===== config.mk =====
export PLATFORM = sky130hd
export DESIGN_NAME = omega_net
export DESIGN_NICKNAME = d
export VERILOG_FILES = /design/src/rtl/omega_pkg.sv /design/src/rtl/omega_switch.sv /design/src/rtl/omega_stage.sv /design/src/rtl/omega_net.sv
export SDC_FILE = /design/constraint.sdc
export NUM_CORES = 1
export LEC_CHECK = 0
export ABC_CLOCK_PERIOD_IN_PS = 1600
export BUFFER_PORTS_ARGS = -buffer_cell sky130_fd_sc_hd__buf_4
export CORE_ASPECT_RATIO = 1.75
export CORE_MARGIN = 2
export CORE_UTILIZATION = 56
export DETAILED_ROUTE_END_ITERATION = 7
export GPL_TIMING_DRIVEN = 0
export PLACE_DENSITY = 0.8
export SLEW_MARGIN = 30
export SYNTH_ARGS = -nofsm -noshare
export SYNTH_HDL_FRONTEND = slang
export SYNTH_SLANG_ARGS = --single-unit

===== constraint.sdc =====
create_clock -name clk_i -period 1.6 [get_ports clk_i]
set_input_delay 0.16 -clock clk_i [delete_from_list [all_inputs] [get_ports clk_i]]
set_output_delay 0.16 -clock clk_i [all_outputs]
set_load 0.03 [all_outputs]

===== src/rtl/omega_pkg.sv =====
package omega_pkg;
  typedef enum logic [1:0] {
    SW_STRAIGHT = 2'd0,
    SW_CROSS    = 2'd1,
    SW_UBC      = 2'd2,
    SW_LBC      = 2'd3
  } sw_mode_e;
endpackage


===== src/rtl/omega_switch.sv =====
module omega_switch
  import omega_pkg::*;
#(
  parameter bit BCAST_EN = 1'b0
) (
  input  logic     u_valid_i,
  input  logic     u_bcast_i,
  input  logic     u_bit_i,
  input  logic     l_valid_i,
  input  logic     l_bcast_i,
  input  logic     l_bit_i,
  output sw_mode_e mode_o,
  output logic [1:0] out_valid_o,
  output logic     u_drop_o,
  output logic     l_drop_o
);
  logic u_req, l_req, u_grant, l_grant, u_ok, l_ok, bc, src0_l, src1_l;

  assign u_req   = BCAST_EN && u_valid_i && u_bcast_i;
  assign l_req   = BCAST_EN && l_valid_i && l_bcast_i;
  assign u_grant = u_req && !l_valid_i;
  assign l_grant = l_req && !u_valid_i;

  // broadcast needs an idle partner; same-side collision drops the lower packet
  assign u_drop_o = u_req && l_valid_i;
  assign l_drop_o = (l_req && u_valid_i) ||
                    (l_valid_i && !l_req && u_valid_i && !u_req && (u_bit_i == l_bit_i));

  assign u_ok = u_valid_i && !u_drop_o;
  assign l_ok = l_valid_i && !l_drop_o;

  always_comb begin
    if (u_grant)      mode_o = SW_UBC;
    else if (l_grant) mode_o = SW_LBC;
    else if (u_ok)    mode_o = u_bit_i ? SW_CROSS : SW_STRAIGHT;
    else if (l_ok)    mode_o = l_bit_i ? SW_STRAIGHT : SW_CROSS;
    else              mode_o = SW_STRAIGHT;
  end

  assign bc     = (mode_o == SW_UBC) || (mode_o == SW_LBC);
  assign src0_l = (mode_o == SW_CROSS) || (mode_o == SW_LBC);
  assign src1_l = (mode_o == SW_STRAIGHT) || (mode_o == SW_LBC);

  assign out_valid_o[0] = src0_l ? (l_ok && (bc || !l_bit_i)) : (u_ok && (bc || !u_bit_i));
  assign out_valid_o[1] = src1_l ? (l_ok && (bc ||  l_bit_i)) : (u_ok && (bc ||  u_bit_i));
endmodule


===== src/rtl/omega_stage.sv =====
module omega_stage
  import omega_pkg::*;
#(
  parameter int unsigned N_PORTS = 8,
  parameter int unsigned ADDR_W  = 3,
  parameter int unsigned DATA_W  = 8,
  parameter int unsigned STAGE   = 0
) (
  input  logic                             clk_i,
  input  logic                             rst_ni,
  input  logic [N_PORTS-1:0]               valid_i,
  input  logic [N_PORTS-1:0]               bcast_i,
  input  logic [N_PORTS-1:0][ADDR_W-1:0]   dest_i,
  input  logic [N_PORTS-1:0][ADDR_W-1:0]   src_i,
  input  logic [N_PORTS-1:0][DATA_W-1:0]   data_i,
  input  logic [N_PORTS-1:0]               blk_i,
  output logic [N_PORTS-1:0]               valid_o,
  output logic [N_PORTS-1:0][ADDR_W-1:0]   dest_o,
  output logic [N_PORTS-1:0][ADDR_W-1:0]   src_o,
  output logic [N_PORTS-1:0][DATA_W-1:0]   data_o,
  output logic [N_PORTS-1:0]               blk_o
);
  localparam int unsigned HALF  = N_PORTS / 2;
  localparam int unsigned ROUTE = ADDR_W - 1 - STAGE;

  logic [N_PORTS-1:0]             sh_valid, sh_bcast, nx_valid;
  logic [N_PORTS-1:0][ADDR_W-1:0] sh_dest, sh_src, nx_dest, nx_src;
  logic [N_PORTS-1:0][DATA_W-1:0] sh_data, nx_data;
  logic [N_PORTS-1:0]             blk_nxt;
  logic [HALF-1:0]                u_drop, l_drop;
  sw_mode_e                       sw_mode [HALF];

  // perfect shuffle: rotate lane index left by one
  for (genvar i = 0; i < N_PORTS; i++) begin : g_shuf
    localparam int unsigned P = ((i << 1) | (i >> (ADDR_W - 1))) % N_PORTS;
    assign sh_valid[P] = valid_i[i];
    assign sh_bcast[P] = bcast_i[i];
    assign sh_dest[P]  = dest_i[i];
    assign sh_src[P]   = src_i[i];
    assign sh_data[P]  = data_i[i];
  end

  for (genvar j = 0; j < HALF; j++) begin : g_sw
    logic [1:0] ov;
    logic       sel_l0, sel_l1;

    omega_switch #(.BCAST_EN(STAGE == 0)) u_sw (
      .u_valid_i  (sh_valid[2*j]),
      .u_bcast_i  (sh_bcast[2*j]),
      .u_bit_i    (sh_dest[2*j][ROUTE]),
      .l_valid_i  (sh_valid[2*j+1]),
      .l_bcast_i  (sh_bcast[2*j+1]),
      .l_bit_i    (sh_dest[2*j+1][ROUTE]),
      .mode_o     (sw_mode[j]),
      .out_valid_o(ov),
      .u_drop_o   (u_drop[j]),
      .l_drop_o   (l_drop[j])
    );

    assign sel_l0 = (sw_mode[j] == SW_CROSS) || (sw_mode[j] == SW_LBC);
    assign sel_l1 = (sw_mode[j] == SW_STRAIGHT) || (sw_mode[j] == SW_LBC);

    assign nx_valid[2*j]   = ov[0];
    assign nx_valid[2*j+1] = ov[1];
    assign nx_dest[2*j]    = sel_l0 ? sh_dest[2*j+1] : sh_dest[2*j];
    assign nx_dest[2*j+1]  = sel_l1 ? sh_dest[2*j+1] : sh_dest[2*j];
    assign nx_src[2*j]     = sel_l0 ? sh_src[2*j+1]  : sh_src[2*j];
    assign nx_src[2*j+1]   = sel_l1 ? sh_src[2*j+1]  : sh_src[2*j];
    assign nx_data[2*j]    = sel_l0 ? sh_data[2*j+1] : sh_data[2*j];
    assign nx_data[2*j+1]  = sel_l1 ? sh_data[2*j+1] : sh_data[2*j];


    upper_wins_chk: assert property (@(posedge clk_i) disable iff (!rst_ni)
      (sh_valid[2*j] && !((STAGE == 0) && sh_bcast[2*j])) |-> !u_drop[j]);


    bcast_idle_chk: assert property (@(posedge clk_i) disable iff (!rst_ni)
      !((sw_mode[j] == SW_UBC && sh_valid[2*j+1]) ||
        (sw_mode[j] == SW_LBC && sh_valid[2*j]) ||
        ((STAGE != 0) && (sw_mode[j] == SW_UBC || sw_mode[j] == SW_LBC))));
  end

  always_comb begin
    blk_nxt = blk_i;
    for (int j = 0; j < HALF; j++) begin
      if (u_drop[j]) blk_nxt[sh_src[2*j]]   = 1'b1;
      if (l_drop[j]) blk_nxt[sh_src[2*j+1]] = 1'b1;
    end
  end

  always_ff @(posedge clk_i or negedge rst_ni) begin
    if (!rst_ni) begin
      valid_o <= '0;
      dest_o  <= '0;
      src_o   <= '0;
      data_o  <= '0;
      blk_o   <= '0;
    end else begin
      valid_o <= nx_valid;
      dest_o  <= nx_dest;
      src_o   <= nx_src;
      data_o  <= nx_data;
      blk_o   <= blk_nxt;
    end
  end

  if (STAGE > 0) begin : g_chk

    for (genvar p = 0; p < N_PORTS; p++) begin : g_lane
      route_bit_chk: assert property (@(posedge clk_i) disable iff (!rst_ni)
        valid_o[p] |-> (dest_o[p][ROUTE] == 1'(p % 2)));
    end


    lane_count_chk: assert property (@(posedge clk_i) disable iff (!rst_ni)
      1'b1 |=> ($countones(valid_o) ==
                $past($countones(sh_valid) - $countones(u_drop) - $countones(l_drop))));
  end
endmodule


===== src/rtl/omega_net.sv =====
module omega_net
  import omega_pkg::*;
#(
  parameter int unsigned N_PORTS = 8,
  parameter int unsigned DATA_W  = 8,
  localparam int unsigned ADDR_W = $clog2(N_PORTS)
) (
  input  logic                           clk_i,
  input  logic                           rst_ni,
  input  logic [N_PORTS-1:0]             in_valid_i,
  input  logic [N_PORTS-1:0]             in_bcast_i,
  input  logic [N_PORTS-1:0][ADDR_W-1:0] in_dest_i,
  input  logic [N_PORTS-1:0][DATA_W-1:0] in_data_i,
  output logic [N_PORTS-1:0]             out_valid_o,
  output logic [N_PORTS-1:0][DATA_W-1:0] out_data_o,
  output logic [N_PORTS-1:0]             blocked_o
);
  localparam int unsigned N_STAGES = ADDR_W;

  logic [N_PORTS-1:0]             lv [N_STAGES+1];
  logic [N_PORTS-1:0]             lb [N_STAGES+1];
  logic [N_PORTS-1:0][ADDR_W-1:0] ld [N_STAGES+1];
  logic [N_PORTS-1:0][ADDR_W-1:0] ls [N_STAGES+1];
  logic [N_PORTS-1:0][DATA_W-1:0] lx [N_STAGES+1];

  assign lv[0] = in_valid_i;
  assign ld[0] = in_dest_i;
  assign lx[0] = in_data_i;
  assign lb[0] = '0;

  for (genvar i = 0; i < N_PORTS; i++) begin : g_src
    assign ls[0][i] = ADDR_W'(i);
  end

  for (genvar s = 0; s < N_STAGES; s++) begin : g_stage
    omega_stage #(
      .N_PORTS(N_PORTS),
      .ADDR_W (ADDR_W),
      .DATA_W (DATA_W),
      .STAGE  (s)
    ) u_stage (
      .clk_i  (clk_i),
      .rst_ni (rst_ni),
      .valid_i(lv[s]),
      .bcast_i((s == 0) ? in_bcast_i : '0),
      .dest_i (ld[s]),
      .src_i  (ls[s]),
      .data_i (lx[s]),
      .blk_i  (lb[s]),
      .valid_o(lv[s+1]),
      .dest_o (ld[s+1]),
      .src_o  (ls[s+1]),
      .data_o (lx[s+1]),
      .blk_o  (lb[s+1])
    );
  end

  assign out_valid_o = lv[N_STAGES];
  assign out_data_o  = lx[N_STAGES];
  assign blocked_o   = lb[N_STAGES];

  logic unused_tail;
  assign unused_tail = ^{ld[N_STAGES], ls[N_STAGES]};
endmodule


==> impl_metrics.ini, run 1 <==
[layout]
fill_cells = 1055
finalNonFillerCells = 1360
layout_commonest_cell = dfrtp_1
antenna_cells = 0
mostFrequentLayoutCells = 280 x dfrtp_1, 204 x buf_4, 138 x dlygate4sd3_1
fin_area_um2 = 15300
drive_above_1_share = 0.390
syn2layout_area_growth_pct = 39.5
fin_nets = 1205

[die]
fp.dieW_um = 110
start_util = 0.572
core_um2 = 19200
fp.dieH_um = 189
num_rows = 67
ios = 186
dieArea_um2 = 20800

[logic_synthesis]
synth-seq-cells = 281
yosys_warnings = 0
synthTopCellsByArea = dfrtp_1 64%, mux2_2 14%, mux2_1 7.9%
synth_area_per_cell_um2 = 15.0
synthFlopType = dfrtp_1
synthCells = 731
netlist.area_leader.share = 0.640
syn_nets = 837
synth_cell_types = 46
syn_area_um2 = 11000
yosysSeqAreaShare = 0.640
synth_top_area_cell = dfrtp_1
async_flop_share = 1.00
synth_edf_count = 0

[placement]
place_inst = 1155
dp_hpwl_um = 18200
globalplace.congestion = 0.992
port_buffers = 180
placed_area_um2 = 12700

[timing]
tightest_slew_ps = 674
finalSetupViolations = 0
slew_viol_final = 0
slew_headroom = 0.551
fmax_ghz = 0.638
fin_tns_setup_ps = 0
finClkSkew_ps = 11.4
rsz0062_at_grt = yes
fin_crit_ps = 1570
whs_ps = -0.458
hold_violations = 1
fin_crit_sh = 0.979

[cts]
worstSkewPairLatency_ps = 520
clock-root-buffer = clkbuf_16
htree_levels = 1
numClockSinks = 281
cts.clk_slew.worst_paths_ps = 60
numCtsBuffers = 26
cts.path.max_buffers = 3
cts_tree = built

[pwr]
p_clk_frac = 0.326
swShare = 0.286
total_power_uw = 20100
power.density_nw_per_um2 = 1310
p_int_uw = 14400
vdd_drop_max_mv = 1.02
comb_power_share = 0.239
p_leak_uw = 0.00708
switchingPower_uw = 5760
p_seq_frac = 0.435

[worst_setup_path]
r2r_slack_ps = 30
cp-start-kind = flop
cp_data_required_time_ps = 2000
cp-end-kind = flop
path_class = reg -> reg
arrival_ps = 1960
cp_max_fo = 10

[outcome]
outcome = finished, violations left
violations = negative hold slack

[detailed_routing]
dr.first_iter.drc_count = 227
wl_per_cell_um = 21.4
viasPerCell = 5.49
via_count = 7460
finalWirelength_um = 29100
drc = 0
drt-pass1-iter-count = 4
antenna_left = 0

[global_routing]
grt_pass1_wl_um = 44600
track_usage = 0.292
antenna_found_initial = 0
grt_pass1_vias = 8446
grt_max_degree = 91
grt-ovfl-total = 0

[worst_hold_path]
hold_path.class = in -> reg

[flow_run]
maxCapViolations = 0
==> power by group through the flow <==
stage | Clock, uW | Combinational [uW] | Sequential (uW)
finish | 6560 | 4810 | 8770
global route | 6920 | 5080 | 8880
CTS | 6640 | 4700 | 8740
detailed placement | 0 | 4250 | 8840
global placement | 0 | 4170 | 8800
floorplan | 0 | 1560 | 9680
==> synthesized netlist by cell type, types with 4 or more instances <==
library cell	number
dfrtp_1	281
mux2_2	133
mux2_1	77
o21ai_0	24
nor2_1	22
inv_1	21
nor2b_1	17
nand2_1	13
buf_2	10
mux2_4	10
nand2b_1	9
xor2_1	9
a21o_1	8
a22o_1	8
a22oi_1	7
buf_4	7
clkbuf_1	7
a21oi_2	6
a221o_1	6
nand3_1	6
and3_1	4
nand3b_1	4
o211a_1	4
o22ai_1	4
==> path summary, 6_finish.rpt <==
| kind | start | end | depth (start not counted) |
|---|---|---|---|
| worst max-delay path | g_stage[0].u_stage.valid_o[3] | g_stage[1].u_stage.data_o[61] | 4 |
| worst min-delay path | in_valid_i[3] | g_stage[0].u_stage.valid_o[6] | 3 |
| worst max register to register | g_stage[0].u_stage.valid_o[3] | g_stage[1].u_stage.data_o[61] | 4 |
| worst min register to register | g_stage[0].u_stage.blk_o[1] | g_stage[1].u_stage.blk_o[1] | 1 |
| max in group asynchronous | rst_ni | g_stage[2].u_stage.data_o[10] | 4 |
| min in group asynchronous | rst_ni | g_stage[0].u_stage.data_o[15] | 2 |
==> cell type report <==
type | instances | area [um2] | share of cell area
inverter | 21 | 78.8 | 0.00514
clock buffer | 36 | 749 | 0.0489
clock inverter | 12 | 175 | 0.0114
tap | 241 | 302 | 0.0197
multi-input combinational | 402 | 3840 | 0.250
sequential | 281 | 7030 | 0.459
timing repair buffer | 340 | 2960 | 0.193
buffer | 27 | 196 | 0.0128
==> routing by layer <==
layer,global-route usage,routed length (um)
met1,0.301,9630
met2,0.540,16300
met3,0.0365,1240
met4,0.178,1970
met5,0,0
==> state kept, by name, summed over array words and instances (netlist names) <==
| name | count |
|---|---|
| g_stage.u_stage.data_o | 192 |
| g_stage.u_stage.valid_o | 24 |
| g_stage.u_stage.dest_o | 24 |
| g_stage.u_stage.blk_o | 24 |
| g_stage.u_stage.src_o | 17 |
==> cell families (layout without fill, tap and decap cells) <==
logic type      after synthesis  after routing  share of synthesized area
buf+inv                      48            436                     0.0214
mux                         220            220                      0.229
flops                       281            281                      0.640
compound gates               86             86                     0.0603
other cells                   1              1                   0.000341
simple gates                 83             83                     0.0396
xor+xnor                     12             12                    0.00956
==> timing repair <==
action,CTS,global route
setup endpoints to repair,103,81
hold endpoints to repair,158,0
cloned,0,1
gates resized for setup,13,26
buffers inserted,9,9
hold buffers,138,0
==> per-stage QoR <==
step                      utilization  setup WS [ps]
final                           0.799           33.0
after CTS                       0.790          -1.17
after floorplan                     -            140
after detailed placement        0.663           -204
after global routing            0.799          -26.4
after global placement          0.659          -1830
==> worst max-delay path: stages, from the launching register on <==
cell,delay [ps]
dfrtp_1,490
nor2_1,130
a21oi_4,250
buf_6,200
mux2_2,380
(Power assumes the default switching activity.)
==> run 2: changes to the inputs <==
ABC_CLOCK_PERIOD_IN_PS = 1300   (was 1600)
BUFFER_PORTS_ARGS = -buffer_cell sky130_fd_sc_hd__buf_2   (was -buffer_cell sky130_fd_sc_hd__buf_4)
CORE_UTILIZATION = 50   (was 56)
PLACE_DENSITY = 0.75   (was 0.8)
clock period = 1.3 ns   (was 1.6 ns; I/O delays follow)
==> run 2 against run 1 <==
Net effect: the run ends with negative setup slack left; final cell count is 3.3% higher; worst hold slack better by 22 ps; total power is 25% higher; register-to-register slack worse by 230 ps; via count is 2.1% lower; largest power group unchanged.
==> impl_metrics.ini, run 2 (synthesized netlist as in run 1, its figures left out) <==
[layout]
drive_above_1_share = 0.478
finalNonFillerCells = 1405
fin_nets = 1199
syn2layout_area_growth_pct = 42.9
layout_commonest_cell = dfrtp_1
seq_area_um2 = 7040
fill_cells = 1351
multiInputGateArea_um2 = 4510
regMostFlops = g_stage.u_stage.data_o
mostFrequentLayoutCells = 273 x dfrtp_1, 185 x buf_2, 149 x mux2_4
largest_reg_flops = 192

[cts]
cts.path.max_buffers = 3
worstSkewPairLatency_ps = 520
cts_tree = built
htree_levels = 1
cts.clk_slew.worst_paths_ps = 70
clock-root-buffer = clkbuf_16
numClockSinks = 281
numCtsBuffers = 24

[detailed_routing]
via_count = 7304
drt-pass1-iter-count = 4
viasPerCell = 5.20
antenna_left = 0
drc = 0
wl_per_cell_um = 20.4
dr.first_iter.drc_count = 246
finalWirelength_um = 28700

[die]
num_rows = 71
ios = 186
dieArea_um2 = 23200
start_util = 0.511
core_um2 = 21500
fp.dieW_um = 116
fp.dieH_um = 200

[placement]
place_inst = 1206
globalplace.congestion = 0.925
dp_hpwl_um = 18200
port_buffers = 180

[global_routing]
grt_max_degree = 98
track_usage = 0.245
antenna_found_initial = 2
grt-ovfl-total = 0
grt_pass1_wl_um = 42300
grt_pass1_vias = 7873

[timing]
fin_crit_ps = 1490
worst_slack_ps = -192
finClkSkew_ps = 11.7
slew_headroom = 0.560
slew_viol_final = 0
hold_violations = 0
fin_tns_setup_ps = -17670
rsz0062_at_grt = yes
tightest_slew_ps = 660
fin_crit_sh = 1.15
finalSetupViolations = 149
fmax_ghz = 0.670

[worst_setup_path]
slowest_stage = dfrtp_2
path_class = reg -> reg
arrival_ps = 1910
slowest_delay_ps = 440
cp_data_required_time_ps = 1710
cp_max_fo = 4
cp-start-kind = flop
cp-end-kind = flop
cp_cell_sequence = xnor2_2, nand3_2, o32a_1, o221ai_1

[pwr]
p_leak_uw = 0.00771
vdd_drop_max_mv = 0.952
power.density_nw_per_um2 = 1600

[outcome]
violations = negative setup slack
outcome = finished, violations left

[worst_hold_path]
hold_path.class = in -> reg

[flow_run]
maxCapViolations = 0
run 2: cell count changes in the layout (fill, tap and decap cells not counted), moves of 22 or more:
cell and change:
buf_4 -185, buf_2 +180, mux2_4 +139, mux2_2 -103, mux2_1 -36, dlygate4sd3_1 -33
buf_6 +22
run 2: per-stage QoR:
step                setup WS (ps)   util  total power [uW]  hold WS [ps]  area (um2)
detailed placement           -408  0.591             16100          4.93       12700
global route                 -233  0.731             26000          37.3       15700
CTS                          -173  0.722             24900          2.87       15500
finish                       -192  0.731             25100          21.1       15700
global placement            -4620  0.587             15900           358       12600
floorplan                    -108      -             14300          -166       11400
run 2: area by class of cell:
cell class | instances | area share
flip-flops and latches | 281 | 0.448
multi-input cells | 402 | 0.287
repair buffers | 337 | 0.166
clock buffers | 33 | 0.0468
well taps | 292 | 0.0233
plain buffers | 26 | 0.0142
clock inverters | 11 | 0.00932
inverters | 21 | 0.00502
diodes | 2 | 0.000319
run 2: worst paths after layout:
check                                             startpoint                       endpoint  slack [ps]  cells past startpoint
max in group asynchronous                             rst_ni  g_stage[0].u_stage.valid_o[6]         320                      4
worst min-delay path                           in_dest_i[11]  g_stage[0].u_stage.valid_o[6]          20                      4
min in group asynchronous                             rst_ni  g_stage[2].u_stage.data_o[31]          60                      2
worst min register to register   g_stage[0].u_stage.blk_o[3]    g_stage[1].u_stage.blk_o[3]         430                      1
worst max register to register  g_stage[1].u_stage.dest_o[0]    g_stage[2].u_stage.blk_o[7]        -190                      4
worst max-delay path            g_stage[1].u_stage.dest_o[0]    g_stage[2].u_stage.blk_o[7]        -190                      4
run 2: where the power goes:
group | total [uW] | internal (uW) | switching (uW)
combinational | 6550 | 3260 | 3290
sequential | 10800 | 10100 | 764
clock | 7710 | 4580 | 3130
total | 25100 | 17900 | 7190
run 2: worst max-delay path: cells and delay by family, from the launching register on:
kind	cells	cell delay [ps]
compound gates	2	600
flops	1	440
xor+xnor	1	180
simple gates	1	170
run 2: what timing repair did:
action,in CTS,in global routing
hold buffers,104,1
resized for setup,134,35
setup buffers,33,11
endpoints found under the setup margin,146,159
pin swaps,2,10
endpoints found under the hold margin,292,1
cloned,8,2
run 2: routing by layer:
metal / wire (um) / up-vias / part of all wire / global-route usage
li1: - / 3294 / - / -
met1: 9330 / 3708 / 0.33 / 0.242
met2: 16700 / 226 / 0.58 / 0.475
met3: 1050 / 76 / 0.037 / 0.0321
met4: 1640 / 0 / 0.057 / 0.130
met5: 0 / - / 0 / 0
==> run 3: changes to the inputs <==
REMOVE_ABC_BUFFERS = 1   (was default)
==> run 3 against run 2 <==
Net effect: the run still ends with negative setup slack left; maximum frequency shrank 0.60%; wire length is 6.7% higher; combinational power decreased by 1%; largest power group unchanged; critical endpoint is now g_stage[1].u_stage.dest_o[18].
==> impl_metrics.ini, run 3 (synthesized netlist as in run 1, its figures left out) <==
[outcome]
outcome = finished, violations left
violations = negative setup slack

[worst_setup_path]
arrival_ps = 1890
path_class = reg -> reg
slowest_stage = dfrtp_1
crit_family = flip-flops
cp_cell_sequence = nand2b_4, nor2_4, a21oi_4, buf_12, buf_12, mux2_4
path_buf_inv = 2
cp_data_required_time_ps = 1680
cp_max_fo = 8
cp_common_cell = buf_12
cp-end-kind = flop
cp-start-kind = flop
slowest_delay_ps = 430

[layout]
regMostFlops = g_stage.u_stage.data_o
fill_cells = 1356
largest_reg_flops = 192
finalNonFillerCells = 1363
syn2layout_area_growth_pct = 40.4
fin_nets = 1161
antenna_cells = 0
drive_above_1_share = 0.462
mostFrequentLayoutCells = 272 x dfrtp_1, 184 x buf_2, 142 x mux2_4
layout_commonest_cell = dfrtp_1

[flow_run]
maxCapViolations = 0

[cts]
numClockSinks = 281
cts.clk_slew.worst_paths_ps = 70
worstSkewPairLatency_ps = 520
numCtsBuffers = 25
clock-root-buffer = clkbuf_16
cts.path.max_buffers = 3
htree_levels = 1
cts_tree = built

[timing]
finalSetupViolations = 151
fmax_ghz = 0.666
rsz0062_at_grt = yes
slew_viol_final = 0
whs_ps = 29.6
tightest_slew_ps = 807
hold_violations = 0
worst_slack_ps = -201
slew_headroom = 0.462
fin_crit_ps = 1500
finClkSkew_ps = 17.0
fin_crit_sh = 1.15

[pwr]
p_int_uw = 17400
vdd_drop_max_mv = 1.07
comb_power_share = 0.262
total_power_uw = 24600
switchingPower_uw = 7200
p_clk_frac = 0.298
p_seq_frac = 0.440
power.density_nw_per_um2 = 1600
p_leak_uw = 0.00753
swShare = 0.292

[die]
fp.dieW_um = 116
dieArea_um2 = 23200
num_rows = 71
start_util = 0.511
ios = 186
fp.dieH_um = 200
core_um2 = 21500

[global_routing]
grt_max_degree = 93
track_usage = 0.256
antenna_found_initial = 0
grt_pass1_wl_um = 44600
grt_pass1_vias = 8241
grt-ovfl-total = 0

[detailed_routing]
wl_per_cell_um = 22.5
drt-pass1-iter-count = 4
viasPerCell = 5.37
via_count = 7324
drc = 0
antenna_left = 0
dr.first_iter.drc_count = 321
finalWirelength_um = 30600

[worst_hold_path]
hold_path.class = in -> reg

[placement]
dp_slack_ps = -613
dp_hpwl_um = 18100
place_inst = 1189
globalplace.congestion = 0.879
port_buffers = 185
-- run 3: power groups by stage --
stage / Clock (uW) / Sequential (uW) / Combinational [uW]
2_1_floorplan: 0 / 11900 / 1810
3_3_place_gp: 0 / 10800 / 4610
3_5_place_dp: 0 / 10900 / 4790
4_1_cts: 7450 / 10800 / 5870
5_1_grt: 7830 / 11000 / 6790
6_report: 7330 / 10800 / 6460
-- run 3: routing by layer --
| metal | vias to the layer above | share of wire | global-route usage |
|---|---|---|---|
| met5 | - | 0 | 0 |
| met4 | 0 | 0.064 | 0.140 |
| met3 | 89 | 0.052 | 0.0448 |
| met2 | 265 | 0.53 | 0.468 |
| met1 | 3746 | 0.35 | 0.272 |
| li1 | 3224 | - | - |
-- run 3: worst paths after layout --
path | start | to | slack (ps) | depth (start not counted)
hold reg to reg | g_stage[0].u_stage.blk_o[1] | g_stage[1].u_stage.blk_o[1] | 350 | 0
min in group asynchronous | rst_ni | g_stage[0].u_stage.data_o[52] | 100 | 2
setup reg to reg | g_stage[0].u_stage.valid_o[7] | g_stage[1].u_stage.dest_o[18] | -200 | 6
hold / removal | in_dest_i[20] | g_stage[0].u_stage.valid_o[4] | 30 | 4
max in group asynchronous | rst_ni | g_stage[0].u_stage.dest_o[13] | 210 | 4
setup / recovery | g_stage[0].u_stage.valid_o[7] | g_stage[1].u_stage.dest_o[18] | -200 | 6
-- run 3: timing repair --
| item | CTS | global route |
|---|---|---|
| gates resized for setup | 117 | 75 |
| hold buffers | 101 | 0 |
| setup endpoints to repair | 150 | 320 |
| setup buffers | 20 | 4 |
| hold endpoints to repair | 204 | 0 |
| pin swaps | 16 | 11 |
| cloned | 2 | 6 |
-- run 3: metrics by stage --
| stage | instance area (um2) | setup TNS [ps] | utilization |
|---|---|---|---|
| CTS | 15000 | -12050 | 0.697 |
| global placement | 12100 | -1509300 | 0.564 |
| floorplan | 10800 | -64200 | - |
| detailed placement | 12400 | -79490 | 0.575 |
| global route | 15400 | -23230 | 0.718 |
| finish | 15400 | -16970 | 0.718 |
-- run 3: final cells by class --
| type | count | area [um2] | share of cell area |
|---|---|---|---|
| timing repair buffer | 324 | 2600 | 0.168 |
| clock buffer | 37 | 731 | 0.0473 |
| tap | 292 | 365 | 0.0237 |
| inverter | 21 | 78.8 | 0.00511 |
| multi-input combinational | 402 | 4540 | 0.294 |
| sequential | 281 | 7040 | 0.456 |
| clock inverter | 6 | 80.1 | 0.00519 |
-- run 3: worst register-to-register path, delay by kind of cell, from the launching register on --
family          cells  cell delay [ps]
flops               1              430
mux                 1              330
buf+inv             2              270
compound gates      1              180
simple gates        2              150
